--- src/rtl/bsq_pkg.sv ---
`timescale 1ns/1ps
// Package: shared types for the burst address sequencer.
// Assumes: the operation taken on an edge is one of hold, load or advance.
package bsq_pkg;

    typedef enum logic [1:0] {
        OP_HOLD = 2'd0,
        OP_LOAD = 2'd1,
        OP_STEP = 2'd2
    } seq_op_e;

    typedef enum logic {
        ORD_LINEAR = 1'b0,
        ORD_XOR    = 1'b1
    } beat_order_e;

endpackage

--- src/rtl/bsq_ctrl.sv ---
`timescale 1ns/1ps
// Module: bsq_ctrl
// Turns the clock-hold and load/advance inputs into one operation per edge.
// Assumes: hold has priority, so a held edge never loads or advances.
module bsq_ctrl
    import bsq_pkg::*;
(
    input  logic    clk_hold,
    input  logic    adv,
    output seq_op_e op
);

    // Pick the operation for this edge.
    always_comb begin
        if (clk_hold)
            op = OP_HOLD;
        else if (adv)
            op = OP_STEP;
        else
            op = OP_LOAD;
    end

endmodule

--- src/rtl/bsq_beat_ctr.sv ---
`timescale 1ns/1ps
// Module: bsq_beat_ctr
// Beat counter. It clears on a load, increments on an advance and wraps modulo 2**BEAT_W.
// Assumes: the synchronous reset clears it; a hold keeps its value.
module bsq_beat_ctr
    import bsq_pkg::*;
#(
    parameter int BEAT_W = 2
) (
    input  logic              clk,
    input  logic              rst_n,
    input  seq_op_e           op,
    output logic [BEAT_W-1:0] beat
);

    localparam logic [BEAT_W-1:0] ONE = BEAT_W'(1);

    // Update the beat count once per qualified edge.
    always_ff @(posedge clk) begin
        if (!rst_n)
            beat <= '0;
        else begin
            case (op)
                OP_LOAD: beat <= '0;
                OP_STEP: beat <= beat + ONE;
                default: beat <= beat;
            endcase
        end
    end

endmodule

--- src/rtl/bsq_burst_reg.sv ---
`timescale 1ns/1ps
// Module: bsq_burst_reg
// Captures the base address, the beat order and the access type at a burst start.
// Assumes: only a load changes these registers, so advances and holds leave them as they are.
module bsq_burst_reg
    import bsq_pkg::*;
#(
    parameter int ADDR_W = 16
) (
    input  logic              clk,
    input  logic              rst_n,
    input  seq_op_e           op,
    input  logic [ADDR_W-1:0] base_in,
    input  logic              mode_in,
    input  logic              wr_in,
    output logic [ADDR_W-1:0] base_q,
    output beat_order_e       order_q,
    output logic              wr_q
);

    // Latch the burst context at a load.
    always_ff @(posedge clk) begin
        if (!rst_n) begin
            base_q  <= '0;
            order_q <= ORD_LINEAR;
            wr_q    <= 1'b0;
        end else if (op == OP_LOAD) begin
            base_q  <= base_in;
            order_q <= beat_order_e'(mode_in);
            wr_q    <= wr_in;
        end
    end

endmodule

--- src/rtl/bsq_order_map.sv ---
`timescale 1ns/1ps
// Module: bsq_order_map
// Combines the base low bits with the beat count: a sum modulo 2**BEAT_W
// for linear order, a bitwise XOR for interleaved order.
// Assumes: both inputs are BEAT_W wide, so the sum wraps on its own.
module bsq_order_map
    import bsq_pkg::*;
#(
    parameter int BEAT_W = 2
) (
    input  logic [BEAT_W-1:0] base_lo,
    input  logic [BEAT_W-1:0] beat,
    input  beat_order_e       order,
    output logic [BEAT_W-1:0] addr_lo
);

    logic [BEAT_W-1:0] lin_lo;
    logic [BEAT_W-1:0] ilv_lo;

    // Interleaved term built bit by bit.
    for (genvar i = 0; i < BEAT_W; i++) begin : g_xor
        assign ilv_lo[i] = base_lo[i] ^ beat[i];
    end

    // Linear term: the sum wraps at the counter width.
    always_comb lin_lo = base_lo + beat;

    // Choose the term for the captured order.
    always_comb addr_lo = (order == ORD_XOR) ? ilv_lo : lin_lo;

endmodule

--- src/rtl/burst_addr_seq.sv ---
`timescale 1ns/1ps
// Module: burst_addr_seq (top)
// Generates the address sequence for a burst of up to 2**BEAT_W beats from a loaded base.
// Assumes: synchronous active-low reset; clk_hold high freezes every register.
module burst_addr_seq
    import bsq_pkg::*;
#(
    parameter int ADDR_W = 16,
    parameter int BEAT_W = 2
) (
    input  logic              clk,
    input  logic              rst_n,
    input  logic              clk_hold,
    input  logic              adv,
    input  logic              mode_ilv,
    input  logic [ADDR_W-1:0] base_addr,
    input  logic              wr_req,
    output logic [ADDR_W-1:0] cur_addr,
    output logic              acc_is_wr
);

    localparam int UP_W = ADDR_W - BEAT_W;

    seq_op_e           op;
    logic [BEAT_W-1:0] beat;
    logic [ADDR_W-1:0] base_q;
    beat_order_e       order_q;
    logic [BEAT_W-1:0] addr_lo;

    bsq_ctrl u_ctrl (
        .clk_hold (clk_hold),
        .adv      (adv),
        .op       (op)
    );

    bsq_beat_ctr #(.BEAT_W(BEAT_W)) u_beat (
        .clk   (clk),
        .rst_n (rst_n),
        .op    (op),
        .beat  (beat)
    );

    bsq_burst_reg #(.ADDR_W(ADDR_W)) u_regs (
        .clk     (clk),
        .rst_n   (rst_n),
        .op      (op),
        .base_in (base_addr),
        .mode_in (mode_ilv),
        .wr_in   (wr_req),
        .base_q  (base_q),
        .order_q (order_q),
        .wr_q    (acc_is_wr)
    );

    bsq_order_map #(.BEAT_W(BEAT_W)) u_map (
        .base_lo (base_q[BEAT_W-1:0]),
        .beat    (beat),
        .order   (order_q),
        .addr_lo (addr_lo)
    );

    // Join the fixed upper bits with the sequenced low bits.
    always_comb cur_addr = {base_q[ADDR_W-1 -: UP_W], addr_lo};

endmodule

--- config.mk ---
export PLATFORM = sky130hd
export DESIGN_NAME = burst_addr_seq
export DESIGN_NICKNAME = d
export VERILOG_FILES = /design/src/rtl/bsq_pkg.sv /design/src/rtl/bsq_ctrl.sv /design/src/rtl/bsq_beat_ctr.sv /design/src/rtl/bsq_burst_reg.sv /design/src/rtl/bsq_order_map.sv /design/src/rtl/burst_addr_seq.sv
export SDC_FILE = /design/constraint.sdc
export NUM_CORES = 1
export LEC_CHECK = 0
export BUFFER_PORTS_ARGS = -buffer_cell sky130_fd_sc_hd__buf_2
export CAP_MARGIN = 40
export CORE_MARGIN = 2
export CORE_UTILIZATION = 42
export DETAILED_ROUTE_END_ITERATION = 6
export PLACE_DENSITY = 0.76
export SYNTH_ARGS = -nofsm -noshare
export SYNTH_HDL_FRONTEND = slang
export SYNTH_SLANG_ARGS = --single-unit
--- constraint.sdc ---
create_clock -name clk -period 1 [get_ports clk]
set_clock_uncertainty 0.05 [all_clocks]
set_input_delay 0.2 -clock clk [delete_from_list [all_inputs] [get_ports clk]]
set_output_delay 0.2 -clock clk [all_outputs]
set_load 0.02 [all_outputs]
# Word level (Yosys, flattened, before mapping)
# Cells that the tools add are included.
# W data, S select, Z words.
[word_totals] word_cells=15 reg_bits=20 inputBits=22
[classes] n_reduce_logical=1 addsub=2 muxes=4 n_eq_ne=2 n_bitwise=2
[ops] operator="$mux W2" n=3
[ops] operator="$pmux W2 S2" n=1
[ops] operator="$add A2 B1 Y2 const B" n=1
[ops] operator="$add A2 B2 Y2" n=1
[ops] operator="$eq A2 B1 Y1 const B" n=1
[ops] operator="$eq A2 B2 Y1 const B" n=1
[ops] operator="$reduce_bool A2 Y1" n=1
[ops] operator="$xor A1 B1 Y1" n=2

# Logic depth before layout (Yosys ltp)
# Gate-level depths: netlist of the first run.
[logic_depth] ltp_word=4 ltp_mapped=5 ltp_nobuf=3

# Modules after synthesis
# From an unflattened synthesis of the first run, not the netlist that was laid out.
[hier_totals] cells_unflattened=98 area_unflattened_um2=908.4
[by_module_without_submodules] mod="bsq_burst_reg" seq_area_each_um2=360.3 area_per_inst_um2=752.0 cells_each=79 instances=1
[by_module_without_submodules] mod="bsq_beat_ctr" seq_area_each_um2=40.0 area_per_inst_um2=107.6 cells_each=13 instances=1
[by_module_without_submodules] mod="bsq_order_map" seq_area_each_um2=0.0 area_per_inst_um2=36.3 cells_each=4 instances=1
[by_module_without_submodules] mod="bsq_ctrl" seq_area_each_um2=0.0 area_per_inst_um2=12.5 cells_each=2 instances=1

# Worst setup path before layout of the first run
# Ideal clock, no wire load.
[synth_timing] path_kind="register to output" from="register u_beat.beat[0]" to="output cur_addr[1]" path_stages_with_launch=4 path_buffers=0 slack_ns=-0.259 required_time_ns=0.750 arrival_time_ns=1.009 path_cell_list="dfxtp_1 -> ha_1 -> nor2b_1 -> xnor2_1"
[synth_between] elab_chain_cells=2
[synth_lines] item="start: declaration" line_no="bsq_beat_ctr.sv:13" source="output logic [BEAT_W-1:0] beat"
[synth_lines] item="start signal: assignment" line_no="bsq_beat_ctr.sv:25" source="OP_STEP: beat <= beat + ONE;"
[synth_lines] item="start signal: assignment" line_no="bsq_beat_ctr.sv:26" source="default: beat <= beat;"
[synth_lines] item="$add A2 B2 Y2" line_no="bsq_order_map.sv:26" source="always_comb lin_lo = base_lo + beat;"
[synth_lines] item="$mux W2" line_no="bsq_order_map.sv:29" source="always_comb addr_lo = (order == ORD_XOR) ? ilv_lo : lin_lo;"
[synth_lines] item="end: declaration" line_no="burst_addr_seq.sv:18" source="output logic [ADDR_W-1:0] cur_addr,"
# No other way between the ends.

# Worst setup path after layout of the first run
# Ends and elaborated chain as after synthesis.

==> results.md, run 1 <==
- Commonest cells after routing, fill and taps aside: 36 x nand2_1, 21 x buf_2, 17 x buf_6, 17 x dfxtp_2, 10 x a21boi_2
- Gate Count Post-Synth: 106
- Adder-cell share of the synthesized area: 1.31%
- Post-layout instance count excluding filler cells: 166
- Mux contribution to synthesized area: 0%
- Max VDD drop: 0.946 mV
- Clock Root Buffer: clkbuf_4
- Chip Width: 51.7 µm
- Final hold vios: 0
- Fin nets: 162
- Core area: 0.00217 mm²
- Xor/xnor cell area share of the yosys netlist: 1.83%
- Die area: 0.00267 mm²
- Hold/Removal Path Class: input port to flop
- CP endpoint kind: output port
- CTS Hold Buffers Added: 0
- Fin area: 0.00137 mm²
- Pwr Density: 1360 mW/mm²
- Std cell rows: 17
- Period utilisation layout: 147%
- H-tree depth: 1
- First-pass GRT wire length: 3070 µm
- Initial DRC Count: 8
- Synth cell types: 18
- Detailed Routing Iterations Pass 1: 4
- Fin util: 63.3%
- Largest stage delay, worst path: 0.37 ns
- Design Power: 1.87 mW
- Violated checks: setup timing
- Placed inst area: 0.00117 mm²
- TNS Setup: -1.08 ns
- Max frequency: 680 MHz
- Arr. time, crit path: 1.22 ns
- Final ANT Viol Nets: 0
- Via count: 790
- Total gr overflow: 0
- Largest net degree at the start of global routing: 21
- Max Slew Vio Count: 0
- Register area: 422 µm²
- Endpoints failing setup: 17
- Gr usage total: 15.4%
- Commonest non-fill, non-tap cell in the layout: nand2_1
- CP Data Required Time: 0.75 ns
- Largest family of logic cells by synthesized area: compound AO/OA/AOI/OAI gates
- Startpoint types: flop
- Clock Path Buffers: 2
- Clock Sinks: 20
- Yosys warns: 0
- Diode count: 0
- Initial antenna violation count: 0
- # IOs: 39
- IO buf count: 38
- Synthesized area per cell: 9.01 µm²
- RSZ-0062 raised after global routing: true
- Maxcap violations: 0
- Gpl congestion: 0.637
- Placed Instances: 161
- Number of global-route vias before repair: 749
- WS Path Type: flop to output port
- Worst-Margin Slew: 0.286 ns
- Clock-pin slew on the worst setup and hold paths: 0.12 ns
- Die height: 51.7 µm
- Worst-Skew Late Latency: 0.30 ns
- Routed WL: 1860 µm
- Outcome: finished with violations
- Synthesized area: 955 µm²
- Initial Util: 44.0%
- Fin crit period: 1.47 ns
- Via/cell ratio: 4.76
- CTS Buf Count: 3
- Worst slew margin: 80.9%
- Footprint of the multi-input gates: 462 µm²
- LEAKAGE: 0.571 nW
- Crit-path cells: ha_4 -> nor2b_4 -> xnor2_4 -> buf_6
- Crit path max fanout: 2
- Layout cell share with drive strength beyond 1: 60.9%
- Post-synth net total: 129
- Filler instances: 184
- Post-synthesis sequential area ratio: 41.9%
- Area Overhead vs Synth: 43.8%
- DP HPWL: 1320 µm
- Place WS: -0.210 ns
- Synth Register Bits: 20
- Compound-Gate Fraction of Synth Area: 19.9%
- Simple-gate share of the synthesized area: 19.9%
- Worst setup slack after layout: -0.471 ns
- Slowest cell on crit path: dfxtp_2
- DR DRC count: 0
- Worst Hold Slack: 0.0674 ns
- Routed len/inst: 11.2 µm
- CTS tree: yes
path summary, 6_finish.rpt:
| check | from | to | slack [ns] | cells after the start |
|---|---|---|---|---|
| max | u_beat.beat[0] | cur_addr[1] | -0.47 | 4 |
| max reg2reg | u_beat.beat[0] | u_beat.beat[1] | 0.06 | 4 |
| min | base_addr[2] | u_regs.base_q[2] | 0.07 | 3 |
| min reg2reg | u_regs.base_q[3] | u_regs.base_q[3] | 0.43 | 2 |
layer usage:
metal / up-vias / GRT usage (%) / wire length, µm
met3: 2 / 2.59 / 127
met1: 360 / 17.2 / 795
li1: 393 / - / -
met4: 0 / 6.58 / 29
met5: - / 0 / 0
met2: 35 / 28.4 / 912
synthesized netlist by cell type:
cell,count,share of area [%]
nand2_1,36,14
a21boi_0,9,7.1
a21oi_1,1,0.52
or2_1,1,0.66
o21ai_0,1,0.52
nand4bb_1,1,1.2
buf_4,14,11
buf_8,1,1.6
clkbuf_1,2,0.79
ha_1,1,1.3
nor2b_1,3,2.0
a21boi_2,10,12
buf_6,1,1.2
buf_2,1,0.52
nor3b_1,1,0.79
dfxtp_1,20,42
nor2_4,1,1.2
xnor2_1,2,1.8
cell families (layout without fill, tap and decap cells):
kind of cell,after synthesis,in the layout
AOI/OAI and AO/OA,21,21
xor gates and xnor gates,2,2
adders and majority gates,1,1
buffers and inverters,19,51
DFF,20,20
and+or+nand+nor,43,43
report_power, final:
part           internal, mW  total, mW  switching [mW]
sequential            0.839      0.866          0.0272
clock                 0.405      0.671           0.265
combinational         0.186      0.334           0.148
cell type report:
cell class | instances | area share (%)
tap | 28 | 2.55
multi-input combinational | 67 | 33.6
clock buffer | 3 | 1.64
timing repair buffer | 47 | 29.3
clock inverter | 1 | 2.19
sequential | 20 | 30.7
critical path, delay by kind of cell (launching register included):
| family | cells | cell delay [ns] |
|---|---|---|
| flops | 1 | 0.37 |
| simple gates | 1 | 0.17 |
| buf+inv | 1 | 0.13 |
| fa+ha+maj | 1 | 0.12 |
| xor+xnor | 1 | 0.12 |
sequential cells by signal, indices dropped and copies added (netlist names):
signal and flops:
u_regs.order_q 1, u_regs.base_q 16, u_regs.wr_q 1, u_beat.beat 2
what timing repair did:
action	4_1_cts	5_1_grt
hold endpoints to repair	0	0
pin swaps	2	0
resized for setup	51	1
endpoints found under the setup margin	17	18
buffers inserted	0	1
Power figures use the tool's default switching activity.
==> run 2: changes to the inputs <==
--- a/config.mk
+++ b/config.mk
@@ -8,9 +8,12 @@
 export BUFFER_PORTS_ARGS = -buffer_cell sky130_fd_sc_hd__buf_2
 export CAP_MARGIN = 40
 export CORE_MARGIN = 2
-export CORE_UTILIZATION = 42
+export CORE_UTILIZATION = 41
 export DETAILED_ROUTE_END_ITERATION = 6
-export PLACE_DENSITY = 0.76
+export PLACE_DENSITY = 0.75
+export RECOVER_POWER = 50
+export SLEW_MARGIN = 0
 export SYNTH_ARGS = -nofsm -noshare
 export SYNTH_HDL_FRONTEND = slang
+export SYNTH_HIERARCHICAL = 1
 export SYNTH_SLANG_ARGS = --single-unit
==> run 2 against run 1 <==
Against the previous run: the flow still finishes with violations (setup timing); flip-flop and latch count is the same; wire length increased by 14%; sequential share of layout area fell by 0.45 points; maximum frequency is 1.6% lower; die area down 2.3%; setup slack got worse by 0.024 ns; via count rose by 2.5%; first-iteration DRC count decreased by 63%; hold slack improved by 0.013 ns; sequential power is essentially flat; critical path type unchanged; critical endpoint unchanged.
==> results.md, run 2 <==
- Outcome: finished with violations (unchanged)
- Violated checks: setup timing (unchanged)
- Layout cell share with drive strength beyond 1: 54.4% (was 60.9%)
- Bufs and invs on worst path: 1 (unchanged)
- Gr usage total: 17.1% (was 15.4%)
- Post-layout instance count excluding filler cells: 175 (was 166)
- Synthesized area: 908 µm² (was 955 µm²)
- Commonest cells after routing, fill and taps aside: 37 x nand2_1, 21 x buf_2, 18 x mux2i_1, 17 x buf_6, 16 x dfxtp_2 (was 36 x nand2_1, 21 x buf_2, 17 x buf_6, 17 x dfxtp_2, 10 x a21boi_2)
- Arr. time, crit path: 1.25 ns (was 1.22 ns)
- Crit path max fanout: 2 (unchanged)
- Final hold vios: 0 (unchanged)
- Crit-path cells: ha_4 -> nor2b_4 -> xnor2_4 -> buf_6 (unchanged)
- Largest net degree at the start of global routing: 40 (was 21)
- First-pass GRT wire length: 3360 µm (was 3070 µm)
- DR DRC count: 0 (unchanged)
- Max Slew Vio Count: 0 (unchanged)
- H-tree depth: 1 (unchanged)
- Via/cell ratio: 4.63 (was 4.76)
- Largest Register: u_regs/base_q (was u_regs.base_q)
- Via count: 810 (was 790)
- Commonest non-fill, non-tap cell in the layout: nand2_1 (unchanged)
- Worst Hold Slack: 0.0803 ns (was 0.0674 ns)
- Post-synth top cells: 37 x nand2_1, 20 x dfxtp_1, 18 x mux2i_1, 3 x buf_2 (was 36 x nand2_1, 20 x dfxtp_1, 14 x buf_4, 10 x a21boi_2, 9 x a21boi_0)
- Worst setup slack after layout: -0.496 ns (was -0.471 ns)
- Top-area cell type share of the netlist area: 44.1% (was 41.9%)
- Clock Root Buffer: clkbuf_4 (unchanged)
- Chip Width: 51.1 µm (was 51.7 µm)
- Worst slew margin: 82.9% (was 80.9%)
- Routed WL: 2120 µm (was 1860 µm)
- Design Power: 1.68 mW (was 1.87 mW)
- Std cell rows: 17 (unchanged)
- Initial antenna violation count: 0 (unchanged)
- Max frequency: 669 MHz (was 680 MHz)
- Placed Instances: 164 (was 161)
- Die area: 0.00261 mm² (was 0.00267 mm²)
- # IOs: 39 (unchanged)
- WS Path Type: flop to output port (unchanged)
- Gpl congestion: 0.643 (was 0.637)
- Biggest regs: u_regs/base_q x16, u_beat/beat x2 (was u_regs.base_q x16, u_beat.beat x2)
- Routed len/inst: 12.1 µm (was 11.2 µm)
- Largest stage delay, worst path: 0.38 ns (was 0.37 ns)
- Final ANT Viol Nets: 0 (unchanged)
- Initial DRC Count: 3 (was 8)
- Most frequent cell after synthesis: nand2_1 (unchanged)
- CP endpoint kind: output port (unchanged)
- Post-synth net total: 122 (was 129)
- Fin crit period: 1.50 ns (was 1.47 ns)
- Worst-Skew Late Latency: 0.29 ns (was 0.30 ns)
- Slowest cell on crit path: dfxtp_4 (was dfxtp_2)
- Number of global-route vias before repair: 786 (was 749)
- Diode count: 0 (unchanged)
- Async set or reset register ratio after synthesis: 0% (unchanged)
- CTS tree: yes (unchanged)
- Pwr Density: 1200 mW/mm² (was 1360 mW/mm²)
- Detailed Routing Iterations Pass 1: 4 (unchanged)
- Clock-pin slew on the worst setup and hold paths: 0.12 ns (about the same)
- RSZ-0062 raised after global routing: true (unchanged)
- TNS Setup: -0.969 ns (was -1.08 ns)
- CTS Buf Count: 3 (unchanged)
- Synth Register Bits: 20 (unchanged)
- Max reg flops: 16 (unchanged)
- Post-synth EDFFs: 0 (unchanged)
- Max VDD drop: 0.741 mV (was 0.946 mV)
- Clock Path Buffers: 2 (unchanged)
- LEAKAGE: 0.627 nW (was 0.571 nW)
- Post-synthesis sequential area ratio: 44.1% (was 41.9%)
- Synth cell types: 17 (was 18)
- Worst-Margin Slew: 0.256 ns (was 0.286 ns)
- CP Data Required Time: 0.75 ns (about the same)
- Startpoint types: flop (unchanged)
- IO buf count: 38 (unchanged)
- Hold/Removal Path Class: input port to flop (unchanged)
- Fin nets: 172 (was 162)
- Clock Sinks: 20 (unchanged)
- Main area contributors after synthesis: dfxtp_1 44%, mux2i_1 20%, nand2_1 15% (was dfxtp_1 42%, nand2_1 14%, a21boi_2 12%)
- Maxcap violations: 0 (unchanged)
- Cell family with most CP delay: flip-flops (unchanged)
- Endpoints failing setup: 19 (was 17)
- Top_reg_cell synth: dfxtp_1 (unchanged)
- CTS Hold Buffers Added: 0 (unchanged)
- Synthesized area per cell: 9.27 µm² (was 9.01 µm²)
- Period utilisation layout: 150% (was 147%)
- Total gr overflow: 0 (unchanged)
- Die height: 51.1 µm (was 51.7 µm)
- Area Overhead vs Synth: 54.3% (was 43.8%)
- Dominant cell type by area after synthesis: dfxtp_1 (unchanged)
- Gate Count Post-Synth: 98 (was 106)
- Core area: 0.00215 mm² (was 0.00217 mm²)
- Initial Util: 42.3% (was 44.0%)
- Yosys warns: 6 (was 0)
- DP HPWL: 1390 µm (was 1320 µm)
-- run 2: cell count changes in the layout (fill, tap and decap cells not counted), moves of 2 or more --
| cell | change |
|---|---|
| a21boi_0 | -9 |
| a21boi_2 | -10 |
| buf_12 | -2 |
| buf_4 | +4 |
| mux2i_1 | +18 |
-- run 2: where the power goes --
group	leakage [nW]	switching [mW]	total (mW)	internal [mW]
registers	0.171	0.0272	0.864	0.836
logic	0.435	0.162	0.348	0.186
clock network	0.0210	0.247	0.468	0.222
-- run 2: cell families (layout without fill, tap and decap cells) --
kind of cell / count (synthesis) / in the layout / share of synthesized area [%]
simple gates: 45 / 45 / 22.0
compound gates: 3 / 3 / 1.65
mux: 18 / 18 / 19.8
buf+inv: 8 / 57 / 7.71
fa+ha+maj: 2 / 2 / 2.75
flops: 20 / 20 / 44.1
xor+xnor: 2 / 2 / 1.93
-- run 2: final timing paths --
path	from	end	slack [ns]	depth (start not counted)
worst max register to register	u_beat/beat[0]	u_beat/beat[0]	0.05	4
worst min-delay path	wr_req	u_regs/wr_q	0.08	3
worst min register to register	u_regs/base_q[4]	u_regs/base_q[4]	0.42	2
worst max-delay path	u_beat/beat[0]	cur_addr[1]	-0.50	4
-- run 2: area by class of cell --
class                           instances  area, µm²
Clock buffer                            4       36.3
Fill cell                             177        747
Inverter                                2       7.51
Multi-Input combinational cell         70        494
Sequential cell                        20        424
Tap cell                               28       35.0
Timing Repair Buffer                   51        404
-- run 2: repair_timing --
action / CTS / global route
pin swaps: 1 / 2
setup endpoints to repair: 17 / 17
setup buffers: 4 / 3
resized for setup: 51 / 1
-- run 2: worst register-to-register path, delay by kind of cell (launching register included) --
kind | cells | cell delay [ns]
AOI/OAI and AO/OA | 1 | 0.06
buffers and inverters | 1 | 0.15
DFF | 1 | 0.37
and+or+nand+nor | 2 | 0.26
-- run 2: layer usage --
metal / track usage [%] / share of wire [%] / up-vias
met5: 0 / 0 / -
met2: 33.1 / 58 / 17
met1: 18.7 / 38 / 378
met4: 8.11 / 0.57 / 0
li1: - / - / 413
met3: 0.877 / 2.6 / 2
-- run 2: through the flow --
stage | utilization, % | worst slack [ns] | cell area (µm²)
global route | 65.2 | -0.555 | 1400
CTS | 65.7 | -0.510 | 1410
floorplan | - | -0.0835 | 963
finish | 65.2 | -0.496 | 1400
detailed placement | 56.3 | -0.232 | 1210
global placement | 56.3 | -0.184 | 1210
==> run 3: changes to the inputs <==
--- a/config.mk
+++ b/config.mk
@@ -8,9 +8,9 @@
 export BUFFER_PORTS_ARGS = -buffer_cell sky130_fd_sc_hd__buf_2
 export CAP_MARGIN = 40
 export CORE_MARGIN = 2
-export CORE_UTILIZATION = 41
+export CORE_UTILIZATION = 40
 export DETAILED_ROUTE_END_ITERATION = 6
-export PLACE_DENSITY = 0.75
+export PLACE_DENSITY = 0.74
 export RECOVER_POWER = 50
 export SLEW_MARGIN = 0
 export SYNTH_ARGS = -nofsm -noshare
==> run 3 against run 2 <==
Against the previous run: critical endpoint unchanged; combinational power about the same; core utilization about the same; hold slack got worse by 0.010 ns; largest power group unchanged; die area increased by 2.3%; sequential power is essentially flat; wire length fell by 9.9%; global-route usage decreased by 1.9 points; first-iteration DRC count grew to 3.0 times the previous value; maximum frequency is 2.6% higher; the run still ends with setup timing left; via count is 0.37% lower.
==> results.md, run 3 (synthesis gave the netlist of run 2 again) <==
- DR DRC count: 0 (unchanged)
- Core area: 0.00217 mm² (was 0.00215 mm²)
- Clock Sinks: 20 (unchanged)
- Cell family with most CP delay: flip-flops (unchanged)
- Die height: 51.7 µm (was 51.1 µm)
- Post-layout instance count excluding filler cells: 173 (was 175)
- LEAKAGE: 0.627 nW (about the same)
- Violated checks: setup timing (unchanged)
- Worst-Margin Slew: 0.290 ns (was 0.256 ns)
- Initial antenna violation count: 0 (unchanged)
- Critical path depth: 4 (unchanged)
- CTS Buf Count: 3 (unchanged)
- Via/cell ratio: 4.66 (was 4.63)
- R2r setup slk: 0.10 ns (was 0.05 ns)
- Placed Instances: 164 (unchanged)
- Commonest cells after routing, fill and taps aside: 37 x nand2_1, 21 x buf_2, 18 x mux2i_1, 17 x buf_6, 17 x dfxtp_2 (was 37 x nand2_1, 21 x buf_2, 18 x mux2i_1, 17 x buf_6, 16 x dfxtp_2)
- Gr usage total: 15.2% (was 17.1%)
- Worst setup slack after layout: -0.458 ns (was -0.496 ns)
- Final ANT Viol Nets: 0 (unchanged)
- Commonest non-fill, non-tap cell in the layout: nand2_1 (unchanged)
- Endpoints failing setup: 17 (was 19)
- Gpl congestion: 0.742 (was 0.643)
- End point of the critical path: cur_addr[1] (unchanged)
- M2 GR Usage: 28.2% (was 33.1%)
- Max Slew Vio Count: 0 (unchanged)
- Filler instances: 189 (was 177)
- Max reg flops: 16 (unchanged)
- Reg2reg start: u_beat/beat[0] (unchanged)
- Detailed Routing Iterations Pass 1: 5 (was 4)
- Clock-pin slew on the worst setup and hold paths: 0.12 ns (about the same)
- Chip Width: 51.7 µm (was 51.1 µm)
- CTS Hold Buffers Added: 0 (unchanged)
- Slowest cell on crit path: dfxtp_2 (was dfxtp_4)
- Outcome: finished with violations (unchanged)
- Total gr overflow: 0 (unchanged)
- Layout cell share with drive strength beyond 1: 53.8% (was 54.4%)
- Worst setup path start: u_regs/base_q[0] (was u_beat/beat[0])
- Arr. time, crit path: 1.21 ns (was 1.25 ns)
- Biggest regs: u_regs/base_q x16, u_beat/beat x2 (unchanged)
- Footprint of the multi-input gates: 494 µm² (unchanged)
- RSZ-0062 raised after global routing: true (unchanged)
- Largest Register: u_regs/base_q (unchanged)
- Register area: 422 µm² (was 424 µm²)
- Max VDD drop: 1.17 mV (was 0.741 mV)
- Via count: 807 (was 810)
- DP HPWL: 1300 µm (was 1390 µm)
- Clock Path Buffers: 2 (unchanged)
- Period utilisation layout: 146% (was 150%)
- CP endpoint kind: output port (unchanged)
- Fin crit period: 1.46 ns (was 1.50 ns)
- Routed len/inst: 11.1 µm (was 12.1 µm)
- Hold/Removal Path Class: input port to flop (unchanged)
- Initial Util: 41.9% (was 42.3%)
- Bufs and invs on worst path: 1 (unchanged)
- CP Data Required Time: 0.75 ns (about the same)
- Routing usage on met3: 3.16% (was 0.877%)
- Die area: 0.00267 mm² (was 0.00261 mm²)
- Routed WL: 1910 µm (was 2120 µm)
- Number of global-route vias before repair: 731 (was 786)
- Worst Reg-to-Reg Cells: 4 (unchanged)
- CTS tree: yes (unchanged)
- Fin nets: 170 (was 172)
- # IOs: 39 (unchanged)
- Diode count: 0 (unchanged)
- WS Path Type: flop to output port (unchanged)
- Largest stage delay, worst path: 0.37 ns (was 0.38 ns)
- Grt peak-use layer: met2 (unchanged)
- Maxcap violations: 0 (unchanged)
- First-pass GRT wire length: 3020 µm (was 3360 µm)
- Worst Hold Slack: 0.0699 ns (was 0.0803 ns)
- H-tree depth: 1 (unchanged)
- Worst reg2reg path endpoint: u_beat/beat[0] (unchanged)
- Worst slew margin: 80.7% (was 82.9%)
- Crit path max fanout: 2 (unchanged)
- Initial DRC Count: 9 (was 3)
- Routing usage on met1: 16.6% (was 18.7%)
- IO buf count: 38 (unchanged)
- Startpoint types: flop (unchanged)
- Largest net degree at the start of global routing: 21 (was 40)
- Max frequency: 686 MHz (was 669 MHz)
- Area Overhead vs Synth: 55.8% (was 54.3%)
- Crit-path cells: ha_4 -> nor2b_4 -> xnor2_4 -> buf_6 (unchanged)
- Pwr Density: 1320 mW/mm² (was 1200 mW/mm²)
- Worst-Skew Late Latency: 0.29 ns (about the same)
- Std cell rows: 17 (unchanged)
- Place WS: -0.210 ns (was -0.232 ns)
- Clock Root Buffer: clkbuf_4 (unchanged)
- Fin util: 65.2% (about the same)
- Final hold vios: 0 (unchanged)
run 3: worst min-delay path by stage:
stage | to | cells after the start | slack, ns | startpoint
global route | u_regs/base_q[7] | 3 | 0.05 | base_addr[7]
global placement | u_regs/base_q[9] | 2 | 0.39 | u_regs/base_q[9]
CTS | u_regs/base_q[7] | 3 | 0.07 | base_addr[7]
floorplan | u_beat/beat[0] | 1 | 0.28 | rst_n
detailed placement | u_regs/base_q[3] | 2 | 0.40 | u_regs/base_q[3]
finish | u_regs/base_q[7] | 3 | 0.07 | base_addr[7]
run 3: final cells by class:
type / instances / share of cell area (%)
timing repair buffer: 49 / 28.6
clock inverter: 1 / 2.12
inverter: 2 / 0.531
multi-input combinational: 70 / 34.9
sequential: 20 / 29.8
tap: 28 / 2.48
clock buffer: 3 / 1.59
run 3: power by group:
part | leakage [nW] | switching [mW] | total [mW] | internal, mW
logic | 0.429 | 0.159 | 0.347 | 0.188
registers | 0.171 | 0.0269 | 0.865 | 0.838
clock network | 0.0279 | 0.251 | 0.656 | 0.405
run 3: layer usage:
metal | vias up | routed length, µm
li1 | 411 | -
met1 | 366 | 762
met2 | 26 | 1020
met3 | 4 | 103
met4 | 0 | 23
met5 | - | 0
run 3: metrics by stage:
stage / setup TNS [ns] / cell area (µm²) / power (mW)
2_1_floorplan: -0.0835 / 963 / 1.06
4_1_cts: -1.09 / 1410 / 1.88
5_1_grt: -2.07 / 1420 / 1.95
6_report: -0.975 / 1420 / 1.87
3_5_place_dp: -2.79 / 1210 / 1.17
3_3_place_gp: -2.16 / 1210 / 1.16
run 3: what timing repair did:
action,in CTS,in global routing
setup buffers,1,4
gates cloned,0,0
resized for setup,51,0
setup endpoints to repair,17,17
pin swaps,1,0
run 3: worst reg2reg max path: cells and delay by family, from the launching register on:
kind,cells,cell delay [ns]
simple gates,2,0.23
compound gates,1,0.06
flops,1,0.35
buf+inv,1,0.15
